### config.mk
export PLATFORM = sky130hd
export DESIGN_NAME = dma_service_sched
export DESIGN_NICKNAME = d
export VERILOG_FILES = /design/src/rtl/dma_sched_pkg.sv /design/src/rtl/dma_req_bank.sv /design/src/rtl/dma_chan_view.sv /design/src/rtl/dma_service_sched.sv
export SDC_FILE = /design/constraint.sdc
export NUM_CORES = 1
export LEC_CHECK = 0
export ABC_CLOCK_PERIOD_IN_PS = 8000
export BUFFER_PORTS_ARGS = -buffer_cell sky130_fd_sc_hd__buf_4
export CAP_MARGIN = 25
export CORE_AREA = 2 2 177 179
export CTS_BUF_LIST = sky130_fd_sc_hd__clkbuf_8 sky130_fd_sc_hd__clkbuf_16
export DETAILED_ROUTE_END_ITERATION = 16
export DIE_AREA = 0 0 179 181
export SLEW_MARGIN = 20
export SYNTH_ARGS = -nofsm -noshare
export SYNTH_HDL_FRONTEND = slang
export SYNTH_HIERARCHICAL = 1
export SYNTH_SLANG_ARGS = --single-unit
### constraint.sdc
create_clock -name clk -period 8 [get_ports clk]
set_input_delay 0.4 -clock clk [delete_from_list [all_inputs] [get_ports clk]]
set_output_delay 0.4 -clock clk [all_outputs]
set_load 0.005 [all_outputs]
### src/rtl/dma_sched_pkg.sv
package dma_sched_pkg;
    localparam int unsigned CNT_W      = 16;
    localparam int unsigned MODE_W     = 8;
    localparam int unsigned CH_PER_CTL = 4;
    localparam int unsigned NUM_CTL    = 2;
    localparam int unsigned NUM_CH     = CH_PER_CTL * NUM_CTL;
    localparam int unsigned PTR_W      = $clog2(NUM_CH);
    localparam int unsigned IDX_W      = $clog2(CH_PER_CTL);
    localparam int unsigned POS_W      = CNT_W + 2;

    typedef enum logic [1:0] {
        ST_IDLE  = 2'd0,
        ST_SCAN  = 2'd1,
        ST_GRANT = 2'd2
    } sched_st_e;

    typedef struct packed {
        sched_st_e               st;
        logic [PTR_W-1:0]        ptr;
        logic [POS_W-1:0]        start;
        logic [POS_W-1:0]        len;
        logic [MODE_W-1:0]       mode;
        logic                    wb_valid;
        logic [PTR_W-1:0]        wb_chan;
        logic [CNT_W-1:0]        wb_count;
        logic                    wb_wrap;
        logic                    done;
    } sched_s;

    // Channels past the first controller move words: positions scale by 2.
    function automatic logic word_ctl(input logic [PTR_W-1:0] ch);
        return ch >= PTR_W'(CH_PER_CTL);
    endfunction
endpackage

### src/rtl/dma_req_bank.sv
module dma_req_bank
    import dma_sched_pkg::*;
(
    input  logic              clk,
    input  logic              rst_n,
    input  logic [NUM_CH-1:0] set_i,
    input  logic [NUM_CH-1:0] clr_i,
    output logic [NUM_CH-1:0] req_o
);
    logic [NUM_CH-1:0] req_d, req_q;

    for (genvar g = 0; g < NUM_CH; g++) begin : g_bit
        always_comb begin
            req_d[g] = req_q[g];
            if (clr_i[g]) req_d[g] = 1'b0;
            if (set_i[g]) req_d[g] = 1'b1;
        end

        assert_req_set_R9 : assert property (@(posedge clk) disable iff (!rst_n)
            set_i[g] |=> req_q[g]);
        assert_req_clr_R9 : assert property (@(posedge clk) disable iff (!rst_n)
            (clr_i[g] && !set_i[g]) |=> !req_q[g]);
    end

    always_ff @(posedge clk) begin
        if (!rst_n) req_q <= '0;
        else        req_q <= req_d;
    end

    assign req_o = req_q;
endmodule

### src/rtl/dma_chan_view.sv
module dma_chan_view
    import dma_sched_pkg::*;
(
    input  logic [PTR_W-1:0]         ptr_i,
    input  logic [NUM_CTL-1:0]       ctl_disable_i,
    input  logic [NUM_CH-1:0]        mask_i,
    input  logic [NUM_CH-1:0]        req_i,
    input  logic [NUM_CH*CNT_W-1:0]  base_flat_i,
    input  logic [NUM_CH*CNT_W-1:0]  cur_flat_i,
    input  logic [NUM_CH*MODE_W-1:0] mode_flat_i,
    output logic                     elig_o,
    output logic [POS_W-1:0]         start_o,
    output logic [POS_W-1:0]         len_o,
    output logic [MODE_W-1:0]        mode_o
);
    logic [CNT_W-1:0]  base_arr [NUM_CH];
    logic [CNT_W-1:0]  cur_arr  [NUM_CH];
    logic [MODE_W-1:0] mode_arr [NUM_CH];

    for (genvar g = 0; g < NUM_CH; g++) begin : g_unpack
        assign base_arr[g] = base_flat_i[g*CNT_W +: CNT_W];
        assign cur_arr[g]  = cur_flat_i[g*CNT_W +: CNT_W];
        assign mode_arr[g] = mode_flat_i[g*MODE_W +: MODE_W];
    end

    logic [PTR_W-IDX_W-1:0] ctl_sel;
    logic                   shift;

    always_comb begin
        ctl_sel = ptr_i[PTR_W-1:IDX_W];
        shift   = word_ctl(ptr_i);
        elig_o  = !ctl_disable_i[ctl_sel] && !mask_i[ptr_i] && req_i[ptr_i];
        start_o = POS_W'(cur_arr[ptr_i]) << shift;
        len_o   = (POS_W'(base_arr[ptr_i]) + POS_W'(1)) << shift;
        mode_o  = mode_arr[ptr_i];
    end
endmodule

### src/rtl/dma_service_sched.sv
module dma_service_sched
    import dma_sched_pkg::*;
(
    input  logic                     clk,
    input  logic                     rst_n,
    input  logic                     scan_start_i,
    input  logic [NUM_CTL-1:0]       ctl_disable_i,
    input  logic [NUM_CH-1:0]        mask_i,
    input  logic [NUM_CH-1:0]        req_set_i,
    input  logic [NUM_CH-1:0]        req_clr_i,
    input  logic [NUM_CH*CNT_W-1:0]  base_count_i,
    input  logic [NUM_CH*CNT_W-1:0]  cur_count_i,
    input  logic [NUM_CH*MODE_W-1:0] mode_i,
    output logic                     xfer_req_o,
    output logic [PTR_W-1:0]         xfer_chan_o,
    output logic [POS_W-1:0]         xfer_start_o,
    output logic [POS_W-1:0]         xfer_len_o,
    output logic [MODE_W-1:0]        xfer_mode_o,
    output logic [1:0]               xfer_opmode_o,
    output logic                     xfer_dec_o,
    output logic                     xfer_autoinit_o,
    input  logic                     xfer_ack_i,
    input  logic [POS_W-1:0]         xfer_end_i,
    output logic                     wb_valid_o,
    output logic [PTR_W-1:0]         wb_chan_o,
    output logic [CNT_W-1:0]         wb_count_o,
    output logic                     wb_wrap_o,
    output logic [NUM_CH-1:0]        req_o,
    output logic                     done_o
);
    localparam logic [PTR_W-1:0] LAST_CH = PTR_W'(NUM_CH - 1);

    logic [NUM_CH-1:0] req_bits;
    logic              view_elig;
    logic [POS_W-1:0]  view_start, view_len;
    logic [MODE_W-1:0] view_mode;
    logic [POS_W-1:0]  end_scaled;
    sched_s            d, q;

    dma_req_bank u_req (
        .clk   (clk),
        .rst_n (rst_n),
        .set_i (req_set_i),
        .clr_i (req_clr_i),
        .req_o (req_bits)
    );

    dma_chan_view u_view (
        .ptr_i         (q.ptr),
        .ctl_disable_i (ctl_disable_i),
        .mask_i        (mask_i),
        .req_i         (req_bits),
        .base_flat_i   (base_count_i),
        .cur_flat_i    (cur_count_i),
        .mode_flat_i   (mode_i),
        .elig_o        (view_elig),
        .start_o       (view_start),
        .len_o         (view_len),
        .mode_o        (view_mode)
    );

    always_comb begin
        d          = q;
        d.wb_valid = 1'b0;
        d.done     = 1'b0;
        end_scaled = xfer_end_i >> word_ctl(q.ptr);
        unique case (q.st)
            ST_IDLE: begin
                if (scan_start_i) begin
                    d.st  = ST_SCAN;
                    d.ptr = '0;
                end
            end
            ST_SCAN: begin
                if (view_elig) begin
                    d.st    = ST_GRANT;
                    d.start = view_start;
                    d.len   = view_len;
                    d.mode  = view_mode;
                end else if (q.ptr == LAST_CH) begin
                    d.st   = ST_IDLE;
                    d.done = 1'b1;
                end else begin
                    d.ptr = q.ptr + PTR_W'(1);
                end
            end
            ST_GRANT: begin
                if (xfer_ack_i) begin
                    d.wb_valid = 1'b1;
                    d.wb_chan  = q.ptr;
                    d.wb_count = end_scaled[CNT_W-1:0];
                    d.wb_wrap  = xfer_end_i < q.start;
                    if (q.ptr == LAST_CH) begin
                        d.st   = ST_IDLE;
                        d.done = 1'b1;
                    end else begin
                        d.st  = ST_SCAN;
                        d.ptr = q.ptr + PTR_W'(1);
                    end
                end
            end
            default: d.st = ST_IDLE;
        endcase
    end

    always_ff @(posedge clk) begin
        if (!rst_n) q <= '{st: ST_IDLE, default: '0};
        else        q <= d;
    end

    assign xfer_req_o      = (q.st == ST_GRANT);
    assign xfer_chan_o     = q.ptr;
    assign xfer_start_o    = q.start;
    assign xfer_len_o      = q.len;
    assign xfer_mode_o     = q.mode;
    assign xfer_opmode_o   = q.mode[7:6];
    assign xfer_dec_o      = q.mode[5];
    assign xfer_autoinit_o = q.mode[4];
    assign wb_valid_o      = q.wb_valid;
    assign wb_chan_o       = q.wb_chan;
    assign wb_count_o      = q.wb_count;
    assign wb_wrap_o       = q.wb_wrap;
    assign req_o           = req_bits;
    assign done_o          = q.done;

    // a grant never begins on a channel of a disabled controller.
    assert_disabled_ctl_R3 : assert property (@(posedge clk) disable iff (!rst_n)
        $rose(xfer_req_o) |-> !$past(ctl_disable_i[xfer_chan_o[PTR_W-1:IDX_W]]));
    // a grant begins only on an unmasked, requesting channel.
    assert_grant_eligible_R4 : assert property (@(posedge clk) disable iff (!rst_n)
        $rose(xfer_req_o) |-> $past(req_bits[xfer_chan_o] && !mask_i[xfer_chan_o]));
    // an outstanding grant keeps its channel and positions.
    assert_grant_stable_R10 : assert property (@(posedge clk) disable iff (!rst_n)
        (xfer_req_o && !xfer_ack_i) |=> (xfer_req_o && $stable(xfer_chan_o)
                                         && $stable(xfer_start_o) && $stable(xfer_len_o)));
    // a write-back follows an acknowledged grant and lasts one cycle.
    assert_wb_after_ack_R6 : assert property (@(posedge clk) disable iff (!rst_n)
        wb_valid_o |-> $past(xfer_req_o && xfer_ack_i));
    assert_wb_single_R6 : assert property (@(posedge clk) disable iff (!rst_n)
        wb_valid_o |=> !wb_valid_o);
    // done is a single-cycle pulse.
    assert_done_pulse_R11 : assert property (@(posedge clk) disable iff (!rst_n)
        done_o |=> !done_o);
endmodule

**Word-level counts from Yosys, hierarchy flattened**

Index checks and enable logic that the tools add are counted.
Widths: inputs -> output; s select.

- $add $sub $neg: 2
- Order comparisons: 5
- Bitwise operators: 1
- Shift-type cells: 3
- Reductions and logical operators: 19
- Muxes and demuxes: 44
- Equal/unequal tests: 7

Operators with widths:

| kind | number |
|---|---|
| $bmux 16 s3 | 2 |
| $mux 16 | 4 |
| $bmux 8 s3 | 1 |
| $mux 1 | 23 |
| $mux 22 | 1 |
| $lt 18x18->1 | 1 |
| $shl 16x1->18 | 1 |
| $shl 18x1->18 | 1 |
| $shr 18x1->16 | 1 |
| $add 16x1->17 const B | 1 |
| $mux 8 | 2 |
| $reduce_bool 2->1 | 8 |
| $mux 5 | 2 |
| $pmux 3 s3 | 1 |
| $bmux 1 s3 | 2 |
| $mux 3 | 2 |
| $pmux 2 s3 | 1 |
| $reduce_and 2->1 | 3 |
| $ge 4x4->1 const B | 1 |
| $lt 3x4->1 const B | 1 |
| $mux 2 | 2 |
| $ne 2x2->1 const B | 2 |
| $not 3->4 | 1 |
| $reduce_and 4->1 | 1 |
| 14 further kinds | 16 |

- Output and inout bits: 82
- Bits in registers: 79

**Depth between registers and ports, before layout**

Gate-level depths: netlist of the first run.

- Depth after elaboration: 7
- Gate-level depth with buffers: 14

**Hierarchy**

The synthesis of the first run kept the hierarchy.

By module, submodules not included:

| module | cells each | seq. area each (µm²) | times used | area an instance (µm²) |
|---|---|---|---|---|
| dma_service_sched | 451 | 1421.4 | 1 | 3846.2 |
| dma_chan_view | 336 | 0.0 | 1 | 3344.5 |
| dma_req_bank | 25 | 160.2 | 1 | 337.8 |

**Worst setup path after synthesis of the first run**

Ideal clock, no wire load.

- Path kind: register -> register
- Start: register q, in the netlist xfer_chan_o[0]
- End: register q, in the netlist xfer_chan_o[0]
- Stages on the path, launching flop included: 14
- Path buffers: 5
- Period minus slack after synthesis: 2.971 ns
- Data required time: 7.930 ns
- Path slack: 5.029 ns
- Arrival time: 2.901 ns
- Path through: dfxtp_1 > buf_6 > buf_12 > buf_6 > buf_2 > buf_1 > nor2_1 > a221oi_1 > a2111oi_0 > or2_2 > nand2_2 > nand3_2 > or3b_1 > a21boi_1

- Longest elaborated chain between the ends: 7

Ends and longest elaborated chain:

| element | RTL line | text |
|---|---|---|
| from (decl) | dma_service_sched.sv:38 | `sched_s d, q;` |
| from (signal assigned) | dma_service_sched.sv:107 | `if (!rst_n) q <= '{st: ST_IDLE, default: '0};` |
| from (signal assigned) | dma_service_sched.sv:108 | `else q <= d;` |
| $bmux 1 s3 | dma_chan_view.sv:32 | `elig_o = !ctl_disable_i[ctl_sel] && !mask_i[ptr_i] && req_i[ptr_i];` |
| $mux 1 (implied by the code) | dma_chan_view.sv:32 |  |
| $logic_not 1->1 | dma_chan_view.sv:32 |  |
| $logic_and 1x1->1 | dma_chan_view.sv:32 |  |
| $logic_and 1x1->1 * | dma_chan_view.sv:32 |  |
| via view_elig | dma_service_sched.sv:34 | `logic view_elig;` |
| $ne 2x2->1 (no line) * | - |  |
| $reduce_and 4->1 (no line) * | - |  |

The timed path passes the listed nets; every way through them passes the cells marked *. The select of a mux whose other input is x is not followed.
A chain may end at the register's enable or synchronous reset.

**Worst setup path after layout of the first run**

- Start: register q, in the netlist xfer_chan_o[2]
- End: register q, in the netlist xfer_len_o[14]

- Longest elaborated chain between the ends: 6

Ends and longest elaborated chain:

| element | RTL line | text |
|---|---|---|
| $not 3->4 (implied by the code) | dma_chan_view.sv:34 | `len_o = (POS_W'(base_arr[ptr_i]) + POS_W'(1)) << shift;` |
| $bmux 16 s3 | dma_chan_view.sv:34 |  |
| $mux 16 (implied by the code) (2 in a row) | dma_chan_view.sv:34 |  |
| $add 16x1->17 | dma_chan_view.sv:34 |  |
| $shl 18x1->18 * | dma_chan_view.sv:34 |  |
| via view_len[14] | dma_service_sched.sv:35 | `logic [POS_W-1:0] view_start, view_len;` |

Marked as above.

==> results.ini, run 1 <==
[run_status]
outcome=finished, final reports clean

[drt]
total_wirelength_of_the_detailed_routed_design_mm=30.7
first_pass_iteration_count_of_the_detailed_router=5
vias_per_cell=4.75
detail_route.drc_violations=0
detail_route.iter0.violations=370
route.vias.total=7381
post_detailed_route_count_of_antenna_violating_nets=0
post_drt_wl_per_cell_um=19.8

[synthesis]
syn-instance-count=812
post_synth_main_area_contributors=sky130_fd_sc_hd__mux4_2 22%, sky130_fd_sc_hd__dfxtp_1 21%, sky130_fd_sc_hd__nand2_1 10%, sky130_fd_sc_hd__buf_4 7.3%, sky130_fd_sc_hd__mux2i_1 4.8%
yosysTopAreaCellShare=0.221
seq_area_frac_synth=0.210
synthFlopType=sky130_fd_sc_hd__dfxtp_1
yosys.area.top_type=sky130_fd_sc_hd__mux4_2
synth_fp_nets=1204
synth_cell_type_count=81
synth_edf_count=0
synth-seq-cells=79
synth_async_sr_flop_share=0
synth_area_per_cell_um2=9.27
yosys_warnings=6
post_synthesis_instance_area_mm2=0.00753

[placed_design]
placement.io_buffers=449
hpwlAfterDp_mm=25.5
routability_congestion=0.863
placedCellCount=1538
post_dp_cell_area_mm2=0.0107

[global_routing]
grt_antenna_before_repair=1
grt_usage=0.186
grt_pass1_wl_mm=45.4
first_global_vias=7626
globalRouteOverflowTotal=0
grt_start_max_net_pins=81

[clock_tree]
numClockSinks=79
clock_tree.buffer_depth=2
htree_levels=3
cts_tree=built
clock_tree.root_cell=sky130_fd_sc_hd__clkbuf_16
cts_inserted_buffers=9
total_setup_buffers_inserted_after_cts=0
insertion_delay_ns=0.35
ctsHoldBuffers=0
cts_repair_resize_count=0
path_clk_slew_ns=0.07

[timing]
rsz0062_at_grt=no
final_setup_tns_ns=0
report.final.setup_viol=0
max_slew_margin=0.393
fmax_mhz=254
layout_worst_path_cycle_share=0.492
finalWorstPathRequiredPeriod_ns=3.94
tightestPinTransition_ns=0.908
hold_violations=0
skew_ns=0.0174
number_of_pins_exceeding_their_max_slew_limit_in_the_final_report=0

[setup_path]
timing.critical_path.required_ns=8.26
cp.arrival_ns=4.20
crit_type=flip-flop to flip-flop
crit_start=xfer_chan_o[2]
path_cells=buf_4 -> mux4_1 -> mux2i_1 -> or4_4 -> nand2b_4 -> nor4_2 -> a311oi_1 -> a21oi_1 -> nand2_1 -> a21boi_0
timing.critical_path.from_type=flip-flop
timing.critical_path.to_type=flip-flop
crit_path_top_delay_cell=sky130_fd_sc_hd__dfxtp_4
ff2ff_setup_slack_ns=4.06
worst-path-max-fanout=60
crit_path_max_incr_delay_ns=0.90
worst_r2r_startpoint=xfer_chan_o[2]

[min_path]
hp-start=req_set_i[7]
hold_path.class=input port to flip-flop

[finish]
syn_to_final_growth_pct=45.9
antenna_cells=0
layout-drive-gt1-share=0.504
nNetsFinal=1545
post_layout_instance_count_excluding_filler_cells=1554
postLayoutCellArea_mm2=0.0110

[floorplanning]
initial_cell_density_of_the_core=0.248
design.die.area_mm2=0.0324
row_count=64
floorplan.core_area_mm2=0.0303
die-height_um=181
ioPinCount=450
die_width_um=179

[run]
max_cap_violations=0

[power_and_ir_drop]
peak_ir_drop_on_the_vdd_network_mv=0.0909
p_leak_nw=4.86
power.density_mw_per_mm2=122

==> area by class of cell <==
type / instances / area, um2
clock buffer: 9 / 225
clock inverter: 7 / 110
fill: 3123 / 19400
inverter: 29 / 109
multi-input combinational: 579 / 5040
sequential: 79 / 1590
tap: 396 / 495
timing repair buffer: 455 / 3420
==> cells in the final DEF, fill, tap and decap left out, types with 9 or more instances in the layout <==
cell type,synthesis,routed
sky130_fd_sc_hd__o21a_1,9,9
sky130_fd_sc_hd__ha_1,24,24
sky130_fd_sc_hd__mux2i_1,36,36
sky130_fd_sc_hd__a21boi_0,42,42
sky130_fd_sc_hd__a21oi_1,16,16
sky130_fd_sc_hd__clkbuf_16,0,9
sky130_fd_sc_hd__inv_1,28,28
sky130_fd_sc_hd__nor2_1,25,25
sky130_fd_sc_hd__buf_4,73,455
sky130_fd_sc_hd__dfxtp_1,79,76
sky130_fd_sc_hd__nand2_1,200,200
sky130_fd_sc_hd__o211a_1,17,17
sky130_fd_sc_hd__mux4_2,74,74
==> sequential cells by signal (all words and copies together), names as in the netlist <==
| signal | flops |
|---|---|
| done_o | 1 |
| q | 2 |
| u_req/req_o | 8 |
| wb_chan_o | 3 |
| wb_count_o | 16 |
| wb_valid_o | 1 |
| wb_wrap_o | 1 |
| xfer_chan_o | 3 |
| xfer_len_o | 18 |
| xfer_mode_o | 8 |
| xfer_start_o | 18 |
==> report_power, final <==
part,switching [W],internal [W]
Combinational,0.000183,0.000262
Sequential,0.0000131,0.000402
Clock,0.000196,0.000282
==> routing by layer <==
| layer | global-route usage | up-vias | wire (um) |
|---|---|---|---|
| met1 | 0.259 | 3519 | 13900 |
| li1 | - | 3536 | - |
| met2 | 0.287 | 290 | 14100 |
| met3 | 0.0402 | 34 | 2020 |
| met5 | 0 | - | 15 |
| met4 | 0.0517 | 2 | 676 |
==> worst max-delay path, delay by kind of cell, from the launching register on <==
family	cells	cell delay [ns]
AOI/OAI and AO/OA	3	0.52
buffers and inverters	1	0.65
DFF	1	0.90
muxes	2	0.42
and+or+nand+nor	4	1.34
==> per-stage QoR <==
stage	power [W]	hold slack (ns)	setup slack [ns]	util
2_1_floorplan	0.000663	0.435	5.03	-
3_3_place_gp	0.000868	0.454	4.15	0.351
3_5_place_dp	0.000870	0.459	4.08	0.351
4_1_cts	0.00135	0.241	4.05	0.362
5_1_grt	0.00141	0.245	3.78	0.362
6_report	0.00134	0.254	4.06	0.362
==> cell usage after synthesis, drive strengths merged, types with 4 or more instances <==
master,count
a211oi,4
a21boi,50
a21o,4
a21oi,17
a221oi,6
a22oi,4
and2,10
and3,5
buf,107
clkbuf,18
dfxtp,79
ha,24
inv,29
mux2,6
mux2i,37
mux4,78
nand2,201
nand2b,5
nand4,4
nor2,27
nor2b,13
nor3,6
nor4,4
o211a,17
o21a,9
o21ai,5
xor2,5
==> path summary, 6_finish.rpt <==
kind,to,cells past startpoint
worst max-delay path,xfer_len_o[14],10
worst min-delay path,u_req/req_o[7],2
worst max register to register,xfer_len_o[14],10
worst min register to register,xfer_len_o[3],2
==> logic make-up after synthesis <==
kind of cell               count (synthesis)  share of synthesized area
xor gates and xnor gates                   6                    0.00698
buffers and inverters                    154                      0.121
AOI/OAI and AO/OA                        138                      0.143
other                                      1                   0.000498
adders and majority gates                 24                     0.0399
and+or+nand+nor                          289                      0.184
DFF                                       79                      0.210
muxes                                    121                      0.294
(Power assumes the default switching activity.)
==> run 2: changes to the inputs <==
- ABC_CLOCK_PERIOD_IN_PS: 8000 -> 4050
- clock period: 8 -> 4.05 ns (I/O delays scaled with it)
==> results.ini, run 2 (same netlist as run 1, synthesis figures left out) <==
[run_status]
outcome=finished, final reports clean  ; unchanged

[setup_path]
cp.arrival_ns=3.55  ; was 4.20 ns
timing.critical_path.to_type=flip-flop  ; unchanged
timing.critical_path.from_type=flip-flop  ; unchanged
worst-path-max-fanout=42  ; was 60
crit_type=flip-flop to flip-flop  ; unchanged
timing.reg2reg.worst_path_depth=10  ; unchanged
timing.critical_path.required_ns=4.31  ; was 8.26 ns

[clock_tree]
ctsHoldBuffers=0  ; unchanged
clock_tree.buffer_depth=2  ; unchanged
path_clk_slew_ns=0.07  ; about the same
total_setup_buffers_inserted_after_cts=0  ; unchanged
cts_tree=built  ; unchanged
htree_levels=3  ; unchanged
clock_tree.root_cell=sky130_fd_sc_hd__clkbuf_16  ; unchanged
numClockSinks=79  ; unchanged
cts_inserted_buffers=9  ; unchanged
cts_repair_resize_count=0  ; unchanged
insertion_delay_ns=0.34  ; was 0.35 ns

[timing]
skew_ns=0.0116  ; was 0.0174 ns
tightestPinTransition_ns=0.913  ; was 0.908 ns
layout_worst_path_cycle_share=0.812  ; was 0.492
rsz0062_at_grt=no  ; unchanged
hold_violations=0  ; unchanged
max_slew_margin=0.391  ; was 0.393
report.final.setup_viol=0  ; unchanged
final_setup_tns_ns=0  ; unchanged
number_of_pins_exceeding_their_max_slew_limit_in_the_final_report=0  ; unchanged
fmax_mhz=304  ; was 254 MHz
finalWorstPathRequiredPeriod_ns=3.29  ; was 3.94 ns

[floorplanning]
row_count=64  ; unchanged
design.die.area_mm2=0.0324  ; unchanged
die-height_um=181  ; unchanged
ioPinCount=450  ; unchanged
initial_cell_density_of_the_core=0.248  ; unchanged
floorplan.core_area_mm2=0.0303  ; unchanged
die_width_um=179  ; unchanged

[drt]
vias_per_cell=4.79  ; was 4.75
detail_route.iter0.violations=470  ; was 370
post_drt_wl_per_cell_um=20.0  ; was 19.8 um
total_wirelength_of_the_detailed_routed_design_mm=31.2  ; was 30.7 mm
first_pass_iteration_count_of_the_detailed_router=5  ; unchanged
post_detailed_route_count_of_antenna_violating_nets=0  ; unchanged
detail_route.drc_violations=0  ; unchanged
route.vias.total=7460  ; was 7381

[global_routing]
grt_pass1_wl_mm=46.0  ; was 45.4 mm
grt_start_max_net_pins=81  ; unchanged
first_global_vias=7605  ; was 7626
grt_usage=0.188  ; was 0.186
grt_antenna_before_repair=1  ; unchanged
globalRouteOverflowTotal=0  ; unchanged

[min_path]
timing.hold.worst_path_depth=2  ; unchanged
hold_path.class=input port to flip-flop  ; unchanged

[run]
max_cap_violations=0  ; unchanged

[finish]
final.fill_count=3131  ; was 3123
finish.utilization=0.361  ; was 0.362
syn_to_final_growth_pct=45.7  ; was 45.9%
layout-drive-gt1-share=0.506  ; was 0.504
antenna_cells=0  ; unchanged
nNetsFinal=1550  ; was 1545
leading_cell_type_in_the_layout_fill_and_taps_excluded=sky130_fd_sc_hd__buf_4  ; unchanged
layout_common_cells=460 x sky130_fd_sc_hd__buf_4, 200 x sky130_fd_sc_hd__nand2_1, 76 x sky130_fd_sc_hd__dfxtp_1  ; was 455 x sky130_fd_sc_hd__buf_4, 200 x sky130_fd_sc_hd__nand2_1, 76 x sky130_fd_sc_hd__dfxtp_1

[power_and_ir_drop]
power.density_mw_per_mm2=228  ; was 122 mW/mm2
p_leak_nw=4.87  ; was 4.86 nW
peak_ir_drop_on_the_vdd_network_mv=0.198  ; was 0.0909 mV

[placed_design]
placement.io_buffers=449  ; unchanged
routability_congestion=0.881  ; was 0.863
hpwlAfterDp_mm=25.7  ; was 25.5 mm

## run 2: cell types whose count changed in the layout (fill, tap and decap cells not counted), sizes merged
cell    previous run  this run
buf              455       460
bufinv             2         0
clkinv             0         2
## run 2: power breakdown
part / total (W) / internal (W) / switching (W) / leakage [nW]
Clock: 0.000804 / 0.000425 / 0.000379 / 0.139
Sequential: 0.000834 / 0.000793 / 0.0000405 / 0.642
Combinational: 0.000862 / 0.000518 / 0.000345 / 4.08
Total: 0.00250 / 0.00174 / 0.000764 / 4.87
## run 2: per-layer routing
| layer | GRT usage | vias up | share of wire |
|---|---|---|---|
| met5 | 0 | - | 0.00032 |
| met4 | 0.0442 | 2 | 0.019 |
| met3 | 0.0301 | 32 | 0.055 |
| met2 | 0.294 | 295 | 0.47 |
| met1 | 0.269 | 3588 | 0.46 |
| li1 | - | 3543 | - |
## run 2: cell type report
| class | instances | area, um2 | area share |
|---|---|---|---|
| well taps | 396 | 495 | 0.0452 |
| flip-flops and latches | 79 | 1590 | 0.145 |
| clock inverters | 7 | 55.1 | 0.00502 |
| inverters | 29 | 109 | 0.00992 |
| repair buffers | 460 | 3450 | 0.315 |
| multi-input cells | 579 | 5040 | 0.459 |
| clock buffers | 9 | 225 | 0.0205 |
## run 2: path summary, 6_finish.rpt
path                                      from              to  slack, ns
worst max-delay path            xfer_chan_o[0]  xfer_len_o[15]       0.76
worst min-delay path              req_set_i[7]  u_req/req_o[7]       0.07
worst max register to register  xfer_chan_o[0]  xfer_len_o[15]       0.76
worst min register to register  xfer_len_o[13]  xfer_len_o[13]       0.47
## run 2: worst max-delay path, cell delays in order (launching register included)
cell,delay (ns)
sky130_fd_sc_hd__dfxtp_4,0.76
sky130_fd_sc_hd__buf_4,0.41
sky130_fd_sc_hd__mux4_2,0.27
sky130_fd_sc_hd__nor2_1,0.04
sky130_fd_sc_hd__a221oi_1,0.66
sky130_fd_sc_hd__and2_1,0.31
sky130_fd_sc_hd__and2_1,0.17
sky130_fd_sc_hd__a211oi_1,0.09
sky130_fd_sc_hd__nor3_2,0.19
sky130_fd_sc_hd__nand2_1,0.07
sky130_fd_sc_hd__a21boi_0,0.17
## run 2: through the flow
| step | cells | instance area, um2 | power [W] | hold slack, ns | setup WS, ns |
|---|---|---|---|---|---|
| after floorplan | 812 | 7530 | 0.00131 | 0.326 | 1.08 |
| after global placement | 1543 | 10700 | 0.00171 | 0.413 | 0.807 |
| final | 1559 | 11000 | 0.00250 | 0.0653 | 0.762 |
| after detailed placement | 1543 | 10700 | 0.00172 | 0.416 | 0.785 |
| after CTS | 1559 | 11000 | 0.00254 | 0.0485 | 0.753 |
| after global routing | 1559 | 11000 | 0.00264 | 0.0561 | 0.387 |
==> run 3: changes to the inputs <==
- ABC_CLOCK_PERIOD_IN_PS: 4050 -> 3000
- CORE_AREA: 2 2 177 179 -> 2 2 175 177
- DIE_AREA: 0 0 179 181 -> 0 0 177 179
- clock period: 4.05 -> 3 ns (I/O delays scaled with it)
==> results.ini, run 3 (same netlist as run 1, synthesis figures left out) <==
[run_status]
outcome=finished, final reports clean  ; unchanged

[timing]
timing.final.ws_setup_ns=0.216  ; was 0.762 ns
max_slew_margin=0.569  ; was 0.391
hold_violations=0  ; unchanged
fmax_mhz=359  ; was 304 MHz
layout_worst_path_cycle_share=0.928  ; was 0.812
number_of_pins_exceeding_their_max_slew_limit_in_the_final_report=0  ; unchanged
skew_ns=0.0131  ; was 0.0116 ns
rsz0062_at_grt=no  ; unchanged
tightestPinTransition_ns=0.630  ; was 0.913 ns
finalWorstPathRequiredPeriod_ns=2.78  ; was 3.29 ns
whs_ns=0.0234  ; was 0.0653 ns
report.final.setup_viol=0  ; unchanged
final_setup_tns_ns=0  ; unchanged

[min_path]
timing.hold.worst_path_depth=2  ; unchanged
worst_hold_endpoint=u_req/req_o[5]  ; was u_req/req_o[7]
hp-start=req_set_i[5]  ; was req_set_i[7]
hold_path.class=input port to flip-flop  ; unchanged

[finish]
nNetsFinal=1571  ; was 1550
leading_cell_type_in_the_layout_fill_and_taps_excluded=sky130_fd_sc_hd__buf_4  ; unchanged
syn_to_final_growth_pct=49.0  ; was 45.7%
finish.utilization=0.373  ; was 0.361
post_layout_instance_count_excluding_filler_cells=1583  ; was 1559
layout-drive-gt1-share=0.509  ; was 0.506
layout_common_cells=469 x sky130_fd_sc_hd__buf_4, 200 x sky130_fd_sc_hd__nand2_1, 76 x sky130_fd_sc_hd__dfxtp_1  ; was 460 x sky130_fd_sc_hd__buf_4, 200 x sky130_fd_sc_hd__nand2_1, 76 x sky130_fd_sc_hd__dfxtp_1
multiInputGateArea_mm2=0.00504  ; unchanged
area.sequential_mm2=0.00159  ; unchanged
final.fill_count=3081  ; was 3131

[drt]
route.vias.total=7600  ; was 7460
post_drt_wl_per_cell_um=20.4  ; was 20.0 um
post_detailed_route_count_of_antenna_violating_nets=0  ; unchanged
total_wirelength_of_the_detailed_routed_design_mm=32.4  ; was 31.2 mm
detail_route.iter0.violations=405  ; was 470
first_pass_iteration_count_of_the_detailed_router=6  ; was 5
detail_route.drc_violations=0  ; unchanged
vias_per_cell=4.80  ; was 4.79

[setup_path]
crit_type=flip-flop to flip-flop  ; unchanged
worst-path-max-fanout=26  ; was 42
worst_r2r_endpoint=xfer_chan_o[0]  ; was xfer_len_o[15]
timing.critical_path.from_type=flip-flop  ; unchanged
timing.critical_path.required_ns=3.27  ; was 4.31 ns
timing.critical_path.to_type=flip-flop  ; unchanged
ff2ff_setup_slack_ns=0.22  ; was 0.76 ns
crit_path_max_incr_delay_ns=0.53  ; was 0.76 ns
cp.arrival_ns=3.06  ; was 3.55 ns
path_cells=buf_12 -> nor2_1 -> a221oi_1 -> a2111oi_0 -> buf_4 -> or2_2 -> nand2_2 -> nand3_2 -> or3b_1 -> a21boi_1  ; was buf_4 -> mux4_2 -> nor2_1 -> a221oi_1 -> and2_1 -> and2_1 -> a211oi_1 -> nor3_2 -> nand2_1 -> a21boi_0
timing.reg2reg.worst_path_depth=10  ; unchanged
crit_path_top_delay_cell=sky130_fd_sc_hd__dfxtp_4  ; unchanged
worst_r2r_startpoint=xfer_chan_o[0]  ; unchanged

[global_routing]
grt_usage=0.197  ; was 0.188
grt_pass1_wl_mm=46.5  ; was 46.0 mm
grt_start_max_net_pins=42  ; was 81
globalRouteOverflowTotal=0  ; unchanged
grt_antenna_before_repair=3  ; was 1
first_global_vias=7735  ; was 7605

[clock_tree]
cts_repair_resize_count=0  ; unchanged
cts_inserted_buffers=9  ; unchanged
htree_levels=3  ; unchanged
cts_tree=built  ; unchanged
path_clk_slew_ns=0.07  ; about the same
insertion_delay_ns=0.35  ; was 0.34 ns
numClockSinks=79  ; unchanged
clock_tree.root_cell=sky130_fd_sc_hd__clkbuf_16  ; unchanged
clock_tree.buffer_depth=2  ; unchanged

[placed_design]
placedCellCount=1556  ; was 1543
routability_congestion=0.880  ; was 0.881
placement.io_buffers=449  ; unchanged
post-place-ws_ns=0.196  ; was 0.785 ns
hpwlAfterDp_mm=27.3  ; was 25.7 mm

[floorplanning]
row_count=64  ; unchanged
die_width_um=177  ; was 179 um
floorplan.core_area_mm2=0.0300  ; was 0.0303 mm2
initial_cell_density_of_the_core=0.251  ; was 0.248
die-height_um=179  ; was 181 um
ioPinCount=450  ; unchanged
design.die.area_mm2=0.0317  ; was 0.0324 mm2

[power_and_ir_drop]
peak_ir_drop_on_the_vdd_network_mv=0.222  ; was 0.198 mV
power.density_mw_per_mm2=306  ; was 228 mW/mm2
p_leak_nw=4.98  ; was 4.87 nW

[run]
max_cap_violations=0  ; unchanged

[run 3: cell types whose count changed in the layout (fill, tap and decap cells not counted), sizes merged]
cell and change:
buf +14, clkinv -1, diode +3, dlygate4sd3 +7
clkinvlp +1
[run 3: through the flow]
step	power [W]	area [um2]
4_1_cts	0.00346	11200
2_1_floorplan	0.00177	7530
6_report	0.00343	11200
3_3_place_gp	0.00234	10800
3_5_place_dp	0.00234	10800
5_1_grt	0.00363	11200
[run 3: layout make-up]
| type | instances | share of cell area |
|---|---|---|
| diodes | 3 | 0.000669 |
| clock buffers | 9 | 0.0201 |
| clock inverters | 7 | 0.00547 |
| inverters | 29 | 0.00971 |
| multi-input cells | 579 | 0.449 |
| flip-flops and latches | 79 | 0.142 |
| well taps | 396 | 0.0442 |
| repair buffers | 481 | 0.329 |
[run 3: repair_timing]
| action | 4_1_cts | 5_1_grt |
|---|---|---|
| hold buffers | 7 | 0 |
| setup endpoints to repair | 0 | 1 |
| endpoints found under the hold margin | 7 | 0 |
| buffers inserted | 0 | 1 |
[run 3: critical path: cells and delay by family (launching register included)]
family	cells	cell delay, ns
AND/OR/NAND/NOR	5	1.23
flip-flops	1	0.53
buffers and inverters	2	0.41
AO/OA/AOI/OAI	3	0.52
[run 3: worst max-delay path by stage]
stage,from,to,slack (ns),cells past startpoint
after floorplan,xfer_chan_o[0],xfer_chan_o[0],0.03,13
after global placement,xfer_chan_o[2],xfer_len_o[15],0.22,9
after detailed placement,xfer_chan_o[2],xfer_len_o[14],0.20,9
after CTS,xfer_chan_o[2],xfer_len_o[15],0.17,9
after global routing,xfer_chan_o[0],xfer_len_o[14],0.02,9
final,xfer_chan_o[0],xfer_chan_o[0],0.22,10
[run 3: metal layers]
metal | vias up | GRT usage | share of wire
li1 | 3598 | - | -
met1 | 3643 | 0.262 | 0.44
met2 | 311 | 0.305 | 0.46
met3 | 48 | 0.0500 | 0.066
met4 | 0 | 0.0730 | 0.031
met5 | - | 0 | 0
[run 3: report_power, final]
group          internal [W]  leakage, nW  switching [W]  total, W
clock              0.000578        0.135       0.000525   0.00110
combinational      0.000726         4.20       0.000495   0.00122
sequential          0.00107        0.642      0.0000358   0.00111
total               0.00237         4.98        0.00106   0.00343
